File: src/rtl/i2cs_pkg.sv
package i2cs_pkg;

  localparam logic [1:0] OFS_CTRL = 2'd0;
  localparam logic [1:0] OFS_STAT = 2'd1;
  localparam logic [1:0] OFS_OWN  = 2'd2;
  localparam logic [1:0] OFS_DATA = 2'd3;

  typedef enum logic [3:0] {
    ST_IDLE,
    ST_ADDR,
    ST_AACK,
    ST_RXB,
    ST_RACK,
    ST_TXB,
    ST_TACK,
    ST_HOLD,
    ST_SKIP
  } eng_st_t;

  typedef struct packed {
    logic rise;
    logic fall;
    logic start;
    logic stop;
  } bus_ev_t;

endpackage

File: src/rtl/i2cs_filt.sv
module i2cs_filt #(
  parameter int SYNC_STAGES = 2,
  parameter int DB_SHORT    = 1,
  parameter int DB_LONG     = 2
) (
  input  logic clk,
  input  logic rst,
  input  logic raw,
  input  logic two,
  output logic clean
);
  localparam int CW = $clog2(DB_LONG + 1);
  localparam logic [CW-1:0] LIM_S = CW'(DB_SHORT - 1);
  localparam logic [CW-1:0] LIM_L = CW'(DB_LONG - 1);

  logic [SYNC_STAGES-1:0] sync_q;
  logic [CW-1:0]          cnt;
  logic [CW-1:0]          lim;
  logic                   smp;

  assign smp = sync_q[SYNC_STAGES-1];
  assign lim = two ? LIM_L : LIM_S;

  always_ff @(posedge clk) begin
    if (rst) sync_q <= '1;
    else     sync_q <= {sync_q[SYNC_STAGES-2:0], raw};
  end

  // level accepted only after it differs from the output for lim+1 clocks
  always_ff @(posedge clk) begin
    if (rst) begin
      clean <= 1'b1;
      cnt   <= '0;
    end else if (smp != clean) begin
      if (cnt >= lim) begin
        clean <= smp;
        cnt   <= '0;
      end else begin
        cnt <= cnt + 1'b1;
      end
    end else begin
      cnt <= '0;
    end
  end
endmodule

File: src/rtl/i2cs_cond.sv
module i2cs_cond
  import i2cs_pkg::*;
(
  input  logic    clk,
  input  logic    rst,
  input  logic    scl_f,
  input  logic    sda_f,
  output bus_ev_t ev
);
  logic scl_p, sda_p;

  always_ff @(posedge clk) begin
    if (rst) begin
      scl_p <= 1'b1;
      sda_p <= 1'b1;
    end else begin
      scl_p <= scl_f;
      sda_p <= sda_f;
    end
  end

  // conditions judged on filtered lines while SCL stays high
  assign ev.rise  = scl_f & ~scl_p;
  assign ev.fall  = ~scl_f & scl_p;
  assign ev.start = scl_f & scl_p & sda_p & ~sda_f;
  assign ev.stop  = scl_f & scl_p & ~sda_p & sda_f;
endmodule

File: src/rtl/i2cs_engine.sv
module i2cs_engine
  import i2cs_pkg::*;
#(
  parameter int DW = 8
) (
  input  logic          clk,
  input  logic          rst,
  input  logic          en,
  input  bus_ev_t       ev,
  input  logic          sda_f,
  input  logic [DW-1:1] own_addr,
  input  logic          dat_wr,
  input  logic          dat_rd,
  input  logic [DW-1:0] wdata,
  output logic [DW-1:0] data_q,
  output logic          sel,
  output logic          dir_tx,
  output logic          nack,
  output logic          hold,
  output logic          sda_oe,
  output logic          irq
);
  localparam int CW = $clog2(DW + 1);
  localparam logic [CW-1:0] LAST_RX = CW'(DW);
  localparam logic [CW-1:0] LAST_TX = CW'(DW - 1);

  eng_st_t       st;
  logic [CW-1:0] cnt;
  logic [DW-1:0] sh;
  logic [DW-1:0] tx_src;
  logic          dat_acc;
  logic          rx_done;

  assign dat_acc = dat_wr | dat_rd;
  assign tx_src  = dat_wr ? wdata : data_q;
  assign rx_done = (st == ST_RXB) && ev.fall && (cnt == LAST_RX);

  // one shared data register; a received byte takes priority over software
  always_ff @(posedge clk) begin
    if (rst)          data_q <= '0;
    else if (rx_done) data_q <= sh;
    else if (dat_wr)  data_q <= wdata;
  end

  always_ff @(posedge clk) begin
    if (rst || !en) begin
      st     <= ST_IDLE;
      cnt    <= '0;
      sh     <= '0;
      sel    <= 1'b0;
      dir_tx <= 1'b0;
      nack   <= 1'b0;
      hold   <= 1'b0;
      sda_oe <= 1'b0;
      irq    <= 1'b0;
    end else begin
      irq <= 1'b0;
      if (ev.start) begin
        st     <= ST_ADDR;
        cnt    <= '0;
        sel    <= 1'b0;
        nack   <= 1'b0;
        hold   <= 1'b0;
        sda_oe <= 1'b0;
      end else if (ev.stop) begin
        st     <= ST_IDLE;
        sel    <= 1'b0;
        hold   <= 1'b0;
        sda_oe <= 1'b0;
      end else begin
        unique case (st)
          ST_ADDR: begin
            if (ev.rise) begin
              sh  <= {sh[DW-2:0], sda_f};
              cnt <= cnt + 1'b1;
            end else if (ev.fall && cnt == LAST_RX) begin
              // bit 0 of the stored address plays no part
              if (sh[DW-1:1] == own_addr) begin
                sel    <= 1'b1;
                dir_tx <= sh[0];
                sda_oe <= 1'b1;
                st     <= ST_AACK;
              end else begin
                st <= ST_SKIP;
              end
            end
          end
          ST_AACK, ST_RACK: begin
            if (ev.fall) begin
              sda_oe <= 1'b0;
              hold   <= 1'b1;
              irq    <= 1'b1;
              st     <= ST_HOLD;
            end
          end
          ST_HOLD: begin
            // clock held until the data register is touched
            if (dat_acc) begin
              hold <= 1'b0;
              cnt  <= '0;
              if (dir_tx) begin
                sh     <= tx_src;
                sda_oe <= ~tx_src[DW-1];
                st     <= ST_TXB;
              end else begin
                st <= ST_RXB;
              end
            end
          end
          ST_RXB: begin
            if (ev.rise) begin
              sh  <= {sh[DW-2:0], sda_f};
              cnt <= cnt + 1'b1;
            end else if (rx_done) begin
              sda_oe <= 1'b1;
              st     <= ST_RACK;
            end
          end
          ST_TXB: begin
            // next bit placed only on a falling SCL
            if (ev.fall) begin
              if (cnt == LAST_TX) begin
                sda_oe <= 1'b0;
                st     <= ST_TACK;
              end else begin
                cnt    <= cnt + 1'b1;
                sh     <= {sh[DW-2:0], 1'b0};
                sda_oe <= ~sh[DW-2];
              end
            end
          end
          ST_TACK: begin
            if (ev.rise) begin
              nack <= sda_f;
            end else if (ev.fall) begin
              irq <= 1'b1;
              if (nack) begin
                st <= ST_SKIP;
              end else begin
                hold <= 1'b1;
                st   <= ST_HOLD;
              end
            end
          end
          default: ;
        endcase
      end
    end
  end
endmodule

File: src/rtl/i2cs_core.sv
module i2cs_core
  import i2cs_pkg::*;
#(
  parameter int DW          = 8,
  parameter int SYNC_STAGES = 2,
  parameter int DB_SHORT    = 1,
  parameter int DB_LONG     = 2
) (
  input  logic          clk,
  input  logic          rst,
  input  logic          mux_en,
  input  logic          dbnc_sel,
  input  logic          bus_wr,
  input  logic          bus_rd,
  input  logic [1:0]    bus_addr,
  input  logic [DW-1:0] bus_wdata,
  output logic [DW-1:0] bus_rdata,
  output logic          irq,
  input  logic          scl_i,
  input  logic          sda_i,
  output logic          scl_oe,
  output logic          sda_oe
);
  localparam int NLINE = 2;

  logic [NLINE-1:0] raw_w;
  logic [NLINE-1:0] flt_w;
  logic             ctrl_on;
  logic [DW-1:0]    own_q;
  logic [DW-1:0]    data_w;
  logic [DW-1:0]    stat_w;
  logic             en_w, sel_w, dir_w, nack_w, hold_w;
  logic             dat_wr, dat_rd;
  bus_ev_t          ev_w;

  assign raw_w = {sda_i, scl_i};

  // Both lines get the same delay so their relative timing is preserved
  for (genvar g = 0; g < NLINE; g++) begin : g_line
    i2cs_filt #(
      .SYNC_STAGES(SYNC_STAGES),
      .DB_SHORT   (DB_SHORT),
      .DB_LONG    (DB_LONG)
    ) u_filt (
      .clk  (clk),
      .rst  (rst),
      .raw  (raw_w[g]),
      .two  (dbnc_sel),
      .clean(flt_w[g])
    );
  end

  i2cs_cond u_cond (
    .clk  (clk),
    .rst  (rst),
    .scl_f(flt_w[0]),
    .sda_f(flt_w[1]),
    .ev   (ev_w)
  );

  // both the control bit and the pin assignment must be on
  assign en_w   = ctrl_on & mux_en;
  assign dat_wr = bus_wr && bus_addr == OFS_DATA;
  assign dat_rd = bus_rd && bus_addr == OFS_DATA;

  always_ff @(posedge clk) begin
    if (rst) begin
      ctrl_on <= 1'b0;
      own_q   <= '0;
    end else if (bus_wr) begin
      if (bus_addr == OFS_CTRL) ctrl_on <= bus_wdata[0];
      if (bus_addr == OFS_OWN)  own_q   <= bus_wdata;
    end
  end

  i2cs_engine #(.DW(DW)) u_eng (
    .clk     (clk),
    .rst     (rst),
    .en      (en_w),
    .ev      (ev_w),
    .sda_f   (flt_w[1]),
    .own_addr(own_q[DW-1:1]),
    .dat_wr  (dat_wr),
    .dat_rd  (dat_rd),
    .wdata   (bus_wdata),
    .data_q  (data_w),
    .sel     (sel_w),
    .dir_tx  (dir_w),
    .nack    (nack_w),
    .hold    (hold_w),
    .sda_oe  (sda_oe),
    .irq     (irq)
  );

  assign scl_oe = hold_w;
  assign stat_w = {{(DW-4){1'b0}}, hold_w, nack_w, dir_w, sel_w};

  always_ff @(posedge clk) begin
    if (rst) begin
      bus_rdata <= '0;
    end else if (bus_rd) begin
      unique case (bus_addr)
        OFS_CTRL: bus_rdata <= {{(DW-1){1'b0}}, ctrl_on};
        OFS_STAT: bus_rdata <= stat_w;
        OFS_OWN:  bus_rdata <= own_q;
        default:  bus_rdata <= data_w;
      endcase
    end
  end
endmodule

File: config.mk
export PLATFORM = sky130hd
export DESIGN_NAME = i2cs_core
export DESIGN_NICKNAME = d
export VERILOG_FILES = /design/src/rtl/i2cs_pkg.sv /design/src/rtl/i2cs_filt.sv /design/src/rtl/i2cs_cond.sv /design/src/rtl/i2cs_engine.sv /design/src/rtl/i2cs_core.sv
export SDC_FILE = /design/constraint.sdc
export NUM_CORES = 1
export LEC_CHECK = 0
export BUFFER_PORTS_ARGS = -buffer_cell sky130_fd_sc_hd__buf_2
export CAP_MARGIN = 20
export CORE_MARGIN = 2
export CORE_UTILIZATION = 40
export CTS_CLUSTER_SIZE = 14
export DETAILED_ROUTE_END_ITERATION = 16
export PLACE_DENSITY = 0.61
export SLEW_MARGIN = 15
export SYNTH_ARGS = -nofsm -noshare
export SYNTH_HDL_FRONTEND = slang
export SYNTH_SLANG_ARGS = --single-unit
File: constraint.sdc
create_clock -name clk -period 2.51 [get_ports clk]
set_input_delay 0.251 -clock clk [delete_from_list [all_inputs] [get_ports clk]]
set_output_delay 0.251 -clock clk [all_outputs]
set_load 0.05 [all_outputs]
==> flow_summary_export.csv, run 1 <==
group,metric,value,unit
outcome,status,"finished, final reports clean",
critical_path,cp_max_fo,13,
placement,hpwl,5107,um
global_routing,first_global_vias,2508,
global_routing,grt_antenna_before_repair,0,
clocking,h-tree-depth,3,
power,p_int,1.369,mW
timing,skew,0.006582,ns
synthesis,ys_types,57,
synthesis,synth_nets,373,
synthesis,yosys_warnings,0,
power,power,1.868,mW
floorplanning,die_area,0.008344,mm2
clocking,cts_resized,0,
clocking,cts_buffers,9,
synthesis,synth_top_area_share,38.70,%
power,p_switching,0.4998,mW
synthesis,ys_seq_elements,59,
critical_path,arrival,2.52,ns
critical_path,worst-path-buf-inv,0,
synthesis,synth.largest_area_cell,"dfxtp_1",
drt,drt_iter0_drc,193,
final_layout,drive_gt1_share,19.00,%
clocking,postCtsSetupRepairBufs,0,
critical_path,critical_path_class,"reg2reg",
critical_path,endpoint_kind,"flip-flop",
power,comb_power_share,8.4,%
clocking,cts_hold_buf,0,
run,max_cap_viol_count,0,
global_routing,grt_max_degree,35,
floorplanning,initial_core_util,41.63,%
floorplanning,die_y,91.35,um
final_layout,fin_cells,478,
power,power.density,545.0,mW/mm2
floorplanning,ios,29,
global_routing,grt_pass1_wl,12160,um
clocking,clockBufferDepth,2,
floorplanning,rows,31,
critical_path,worstPathRequired,2.78,ns
power,power_switching_share,26.75,%
timing,rsz0062_at_grt,"false",
timing,relSlewSlack,53.45,%
drt,viasPerCell,5.416,
clocking,cts-root-buf,"clkbuf_8",
drt,firstDrtPassIters,4,
power,clkPwrFrac,39.5,%
final_layout,fin_area,0.003428,mm2
synthesis,synth_area_per_cell,8.694,um2
timing,setup_viol,0,
drt,drc,0,
global_routing,grt_overflow,0,
clocking,cts_tree,"built",
critical_path,path_cells,"nand4b_2, o32ai_2, or3_4, or4_1, a21oi_1",
synthesis,async_flop_share,0,%
synthesis,synth_top_flop_cell,"dfxtp_1",
synthesis,synth_area,0.003052,mm2
synthesis,yosys-top-cells-area,"dfxtp_1, mux2i_1, nor2_1",
power,p_leak,1.428,nW
hold_path,hp-class,"in2reg",
timing,min_period,2.244,ns
synthesis,synth_edf_count,0,
final_layout,area_delta_synth_final,12.34,%
critical_path,startpoint_type,"flip-flop",
placement,routabilityCongestion,0.9386,
synthesis,seq_area_frac_synth,38.70,%
timing,drv_slew,0,
drt,wire_per_inst,14.89,um
floorplanning,dieWidth,91.35,um
placement,dp.cells,463,
placement,place_area,0.003269,mm2
clocking,cts.sinks,59,
final_layout,nNetsFinal,397,
clocking,path_clk_slew,0.07,ns
timing,tns,0,ns
critical_path,cp_top_family,"simple AND/OR/NAND/NOR gates",
critical_path,slowest_stage,"dfxtp_1",
global_routing,grtUsageTotal,18.37,%
clocking,worstSkewPairLatency,0.34,ns
timing,fmax,0.4457,GHz
timing,min_period_over_period,89.39,%
drt,vias,2589,
floorplanning,coreArea,0.007331,mm2
placement,portBuffers,28,
critical_path,max_stage_delay,0.62,ns
power,peakVddDrop,0.1943,mV
timing,tightest_slew,0.6909,ns
power,seqPwrFrac,52.1,%
critical_path,reg2reg_slack,0.27,ns
synthesis,synth_cells,351,
final_layout,antenna_cells,0,
drt,wirelength,7117,um
timing,hold_viol_final,0,
drt,drtAntennaViolNets,0,
-- flip-flops by register name, indices dropped and copies added, names as in the netlist, 2 cells and up --
register	cells
bus_rdata	8
g_line.u_filt.cnt	4
u_eng.cnt	4
own_q	8
g_line.u_filt.sync_q	4
u_eng.sh	8
g_line.u_filt.clean	2
u_eng.data_q	8
u_eng.st	4
-- power by group through the flow --
stage / Clock (mW) / Sequential (mW) / Combinational [mW]
after floorplan: 0 / 0.999 / 0.106
after global placement: 0 / 0.994 / 0.157
after detailed placement: 0 / 0.995 / 0.157
after CTS: 0.760 / 0.973 / 0.158
after global routing: 0.798 / 0.976 / 0.174
final: 0.738 / 0.973 / 0.157
-- routing by layer --
layer,share of wire (%),wire length (um),GRT usage (%)
met5,0,0,0
met2,44,3143,27.04
met3,4.6,324,4.149
met1,50,3533,25.72
met4,1.6,116,7.828
-- per-stage QoR --
step | hold WS [ns] | utilization, % | setup slack, ns
6_report | 0.09490 | 46.77 | 0.2662
5_1_grt | 0.08707 | 46.77 | 0.1668
4_1_cts | 0.08031 | 46.77 | 0.2806
3_5_place_dp | 0.3966 | 44.60 | 0.3153
3_3_place_gp | 0.3906 | 44.60 | 0.3326
2_1_floorplan | 0.3548 | - | 0.7181
-- kinds of logic (layout without fill, tap and decap cells) --
group	after synthesis	count (layout)	synth area share, %
multiplexers	30	30	10.54
AND/OR/NAND/NOR	126	126	21.53
buffers and inverters	35	63	4.961
flip-flops	59	59	38.70
AO/OA/AOI/OAI	86	86	19.48
adder cells (fa/ha/maj)	4	4	1.640
XOR/XNOR	11	11	3.157
-- synthesized netlist by cell type (all sizes together) (3+ instances only) --
| cell type | count |
|---|---|
| dfxtp | 59 |
| nor2 | 33 |
| nand2 | 26 |
| a21oi | 23 |
| mux2i | 22 |
| o21ai | 17 |
| a211oi | 14 |
| clkbuf | 14 |
| nand3 | 13 |
| inv | 12 |
| xnor2 | 11 |
| nor3 | 10 |
| buf | 9 |
| o2111ai | 8 |
| mux2 | 7 |
| nand2b | 6 |
| nand4 | 6 |
| nor4 | 6 |
| or2 | 5 |
| ha | 4 |
| a22oi | 3 |
| nor2b | 3 |
-- worst paths after layout --
kind / startpoint / to / cells after the start
worst max-delay path: u_eng.st[3] / u_eng.cnt[3] / 5
worst min-delay path: scl_i / g_line[0].u_filt.sync_q[0] / 2
worst max register to register: u_eng.st[3] / u_eng.cnt[3] / 5
worst min register to register: g_line[1].u_filt.sync_q[0] / g_line[1].u_filt.sync_q[1] / 1
-- cells in the final DEF, fill, tap and decap left out, types with 3 or more instances in the layout --
cell and instances:
xnor2_1 11, nand2b_1 5, a211oi_1 14, nor4_1 6, o21ai_0 16, nand4_1 6, or2_2 5, ha_1 4
buf_4 8, clkinv_2 3, a22oi_1 3, nor3_1 10, clkbuf_8 9, mux2_2 7, inv_1 12, nor2_1 33
nand3_1 13, o2111ai_1 8, nand2_1 26, buf_2 28, nor2b_1 3, a21oi_1 23, dfxtp_1 59, mux2i_1 22
-- area by class of cell --
cell class,instances,area [um2]
Timing Repair Buffer,36,200.2
Fill cell,726,3902
Multi-Input combinational cell,257,1719
Tap cell,99,123.9
Inverter,12,45.04
Sequential cell,59,1181
Clock buffer,10,127.6
Clock inverter,5,31.28
Note: power is estimated with default switching activity, not from simulation.
==> run 2, diff against run 1 <==
Settings changed: CTS_CLUSTER_SIZE 14 to 20.
Clock period 2.51 ns to 2.7 ns, I/O delays scaled along.
==> run 2 against run 1 <==
  * Core utilization increased by 0.82 points
  * Power increased by 4.3%
  * First-iteration DRC count decreased by 11%
  * Critical endpoint unchanged
  * Largest power group unchanged
==> flow_summary_export.csv, run 2 (same netlist as run 1, synthesis figures left out) <==
group,metric,value,unit
final_layout,nNetsFinal,397,
timing,setup_viol,0,
final_layout,fin_cells,479,
timing,setup_ws,0.4435,ns
drt,drc,0,
drt,wl_met2,3267,um
timing,tightest_slew,0.7137,ns
timing,min_period_over_period,83.57,%
timing,skew,0.01171,ns
drt,wl_met1,3522,um
floorplanning,die_y,91.35,um
critical_path,arrival,2.52,ns
floorplanning,ios,29,
outcome,status,"finished, final reports clean",
drt,firstDrtPassIters,4,
drt,drtAntennaViolNets,0,
clocking,cts_buffers,9,
critical_path,reg2reg_slack,0.44,ns
critical_path,crit_path_start,"u_eng.st[3]",
final_layout,drive_gt1_share,18.95,%
floorplanning,coreArea,0.007331,mm2
final_layout,fin_area,0.003488,mm2
timing,drv_slew,0,
final_layout,area_delta_synth_final,14.31,%
timing,tns,0,ns
timing,holdWs,0.1115,ns
clocking,cts_resized,0,
power,power,1.948,mW
timing,relSlewSlack,51.91,%
final_layout,final_cell_mix,"dfxtp_1, nor2_1, buf_2",
drt,dr.max_layer_used,"met4",
clocking,clockBufferDepth,2,
critical_path,worstReg2RegStart,"u_eng.st[3]",
final_layout,fill_cells,715,
critical_path,critical_path_class,"reg2reg",
clocking,cts_tree,"built",
timing,rsz0062_at_grt,"false",
global_routing,first_global_vias,2398,
floorplanning,initial_core_util,41.63,%
global_routing,grt_overflow,0,
placement,portBuffers,28,
power,power.density,558.4,mW/mm2
drt,vias,2607,
clocking,cts-root-buf,"clkbuf_8",
hold_path,hp-class,"in2reg",
drt,drt_iter0_drc,171,
final_layout,final_util,47.58,%
critical_path,timing.rr.end,"u_eng.cnt[3]",
global_routing,grtUsageTotal,18.60,%
critical_path,startpoint_type,"flip-flop",
critical_path,endpoint_kind,"flip-flop",
clocking,worstSkewPairLatency,0.34,ns
power,peakVddDrop,0.3109,mV
run,max_cap_viol_count,0,
critical_path,cp_max_fo,13,
clocking,cts_hold_buf,0,
placement,hpwl,5176,um
placement,pre_cts_slack,0.4953,ns
clocking,h-tree-depth,3,
global_routing,grt_antenna_before_repair,0,
critical_path,worstPathRequired,2.97,ns
placement,routabilityCongestion,0.9822,
global_routing,grt_max_degree,35,
placement,dp.cells,463,
critical_path,rr_worst_depth,5,
clocking,cts.sinks,59,
hold_path,worstHoldStart,"scl_i",
hold_path,hold_depth,2,
drt,wire_per_inst,15.17,um
drt,met3RoutedLength,361,um
floorplanning,die_area,0.008344,mm2
timing,hold_viol_final,0,
drt,viasPerCell,5.443,
drt,wirelength,7267,um
timing,min_period,2.256,ns
floorplanning,rows,31,
final_layout,antenna_cells,0,
floorplanning,dieWidth,91.35,um
hold_path,min_to,"g_line[0].u_filt.sync_q[0]",
final_layout,final_common_cell,"dfxtp_1",
placement,place_area,0.003269,mm2
power,p_leak,1.456,nW
clocking,path_clk_slew,0.07,ns
clocking,postCtsSetupRepairBufs,0,
timing,fmax,0.4432,GHz
global_routing,grt_pass1_wl,12120,um
[run 2: cell types whose count changed in the layout (fill, tap and decap cells not counted)]
cell,delta
clkinv_2,-2
bufinv_16,+2
clkbuf_1,+1
clkinvlp_4,-1
clkbuf_8,+1
[run 2: cell type report]
type	count	area (um2)	share of cell area, %
Multi-Input combinational cell	257	1719	49.28
Clock inverter	4	73.82	2.116
Timing Repair Buffer	36	200.2	5.739
Clock buffer	12	145.1	4.161
Tap cell	99	123.9	3.551
Inverter	12	45.04	1.291
Sequential cell	59	1181	33.86
[run 2: worst max-delay path: stages (launching register included)]
cell and delay, ns:
dfxtp_1 0.61, nand4b_2 0.28, o32ai_2 0.15, or3_4 0.49, or4_1 0.52, a21oi_1 0.14
[run 2: layer usage]
| layer | track usage, % | vias up |
|---|---|---|
| li1 | - | 1334 |
| met1 | 26.48 | 1199 |
| met2 | 25.86 | 66 |
| met3 | 4.979 | 8 |
| met4 | 8.838 | 0 |
| met5 | 0 | - |
[run 2: power by group]
group	internal (mW)	leakage, nW	switching, mW	total (mW)
clock network	0.546	0.111	0.349	0.895
registers	0.889	0.479	0.0164	0.905
logic	0.0596	0.866	0.0882	0.148
[run 2: how the worst max path moves through the flow]
stage	endpoint	slack [ns]	cells past startpoint
2_1_floorplan	u_eng.cnt[3]	0.91	6
3_3_place_gp	u_eng.cnt[3]	0.54	5
3_5_place_dp	u_eng.cnt[3]	0.50	5
5_1_grt	u_eng.cnt[3]	0.29	5
4_1_cts	u_eng.cnt[3]	0.47	5
6_report	u_eng.cnt[3]	0.44	5
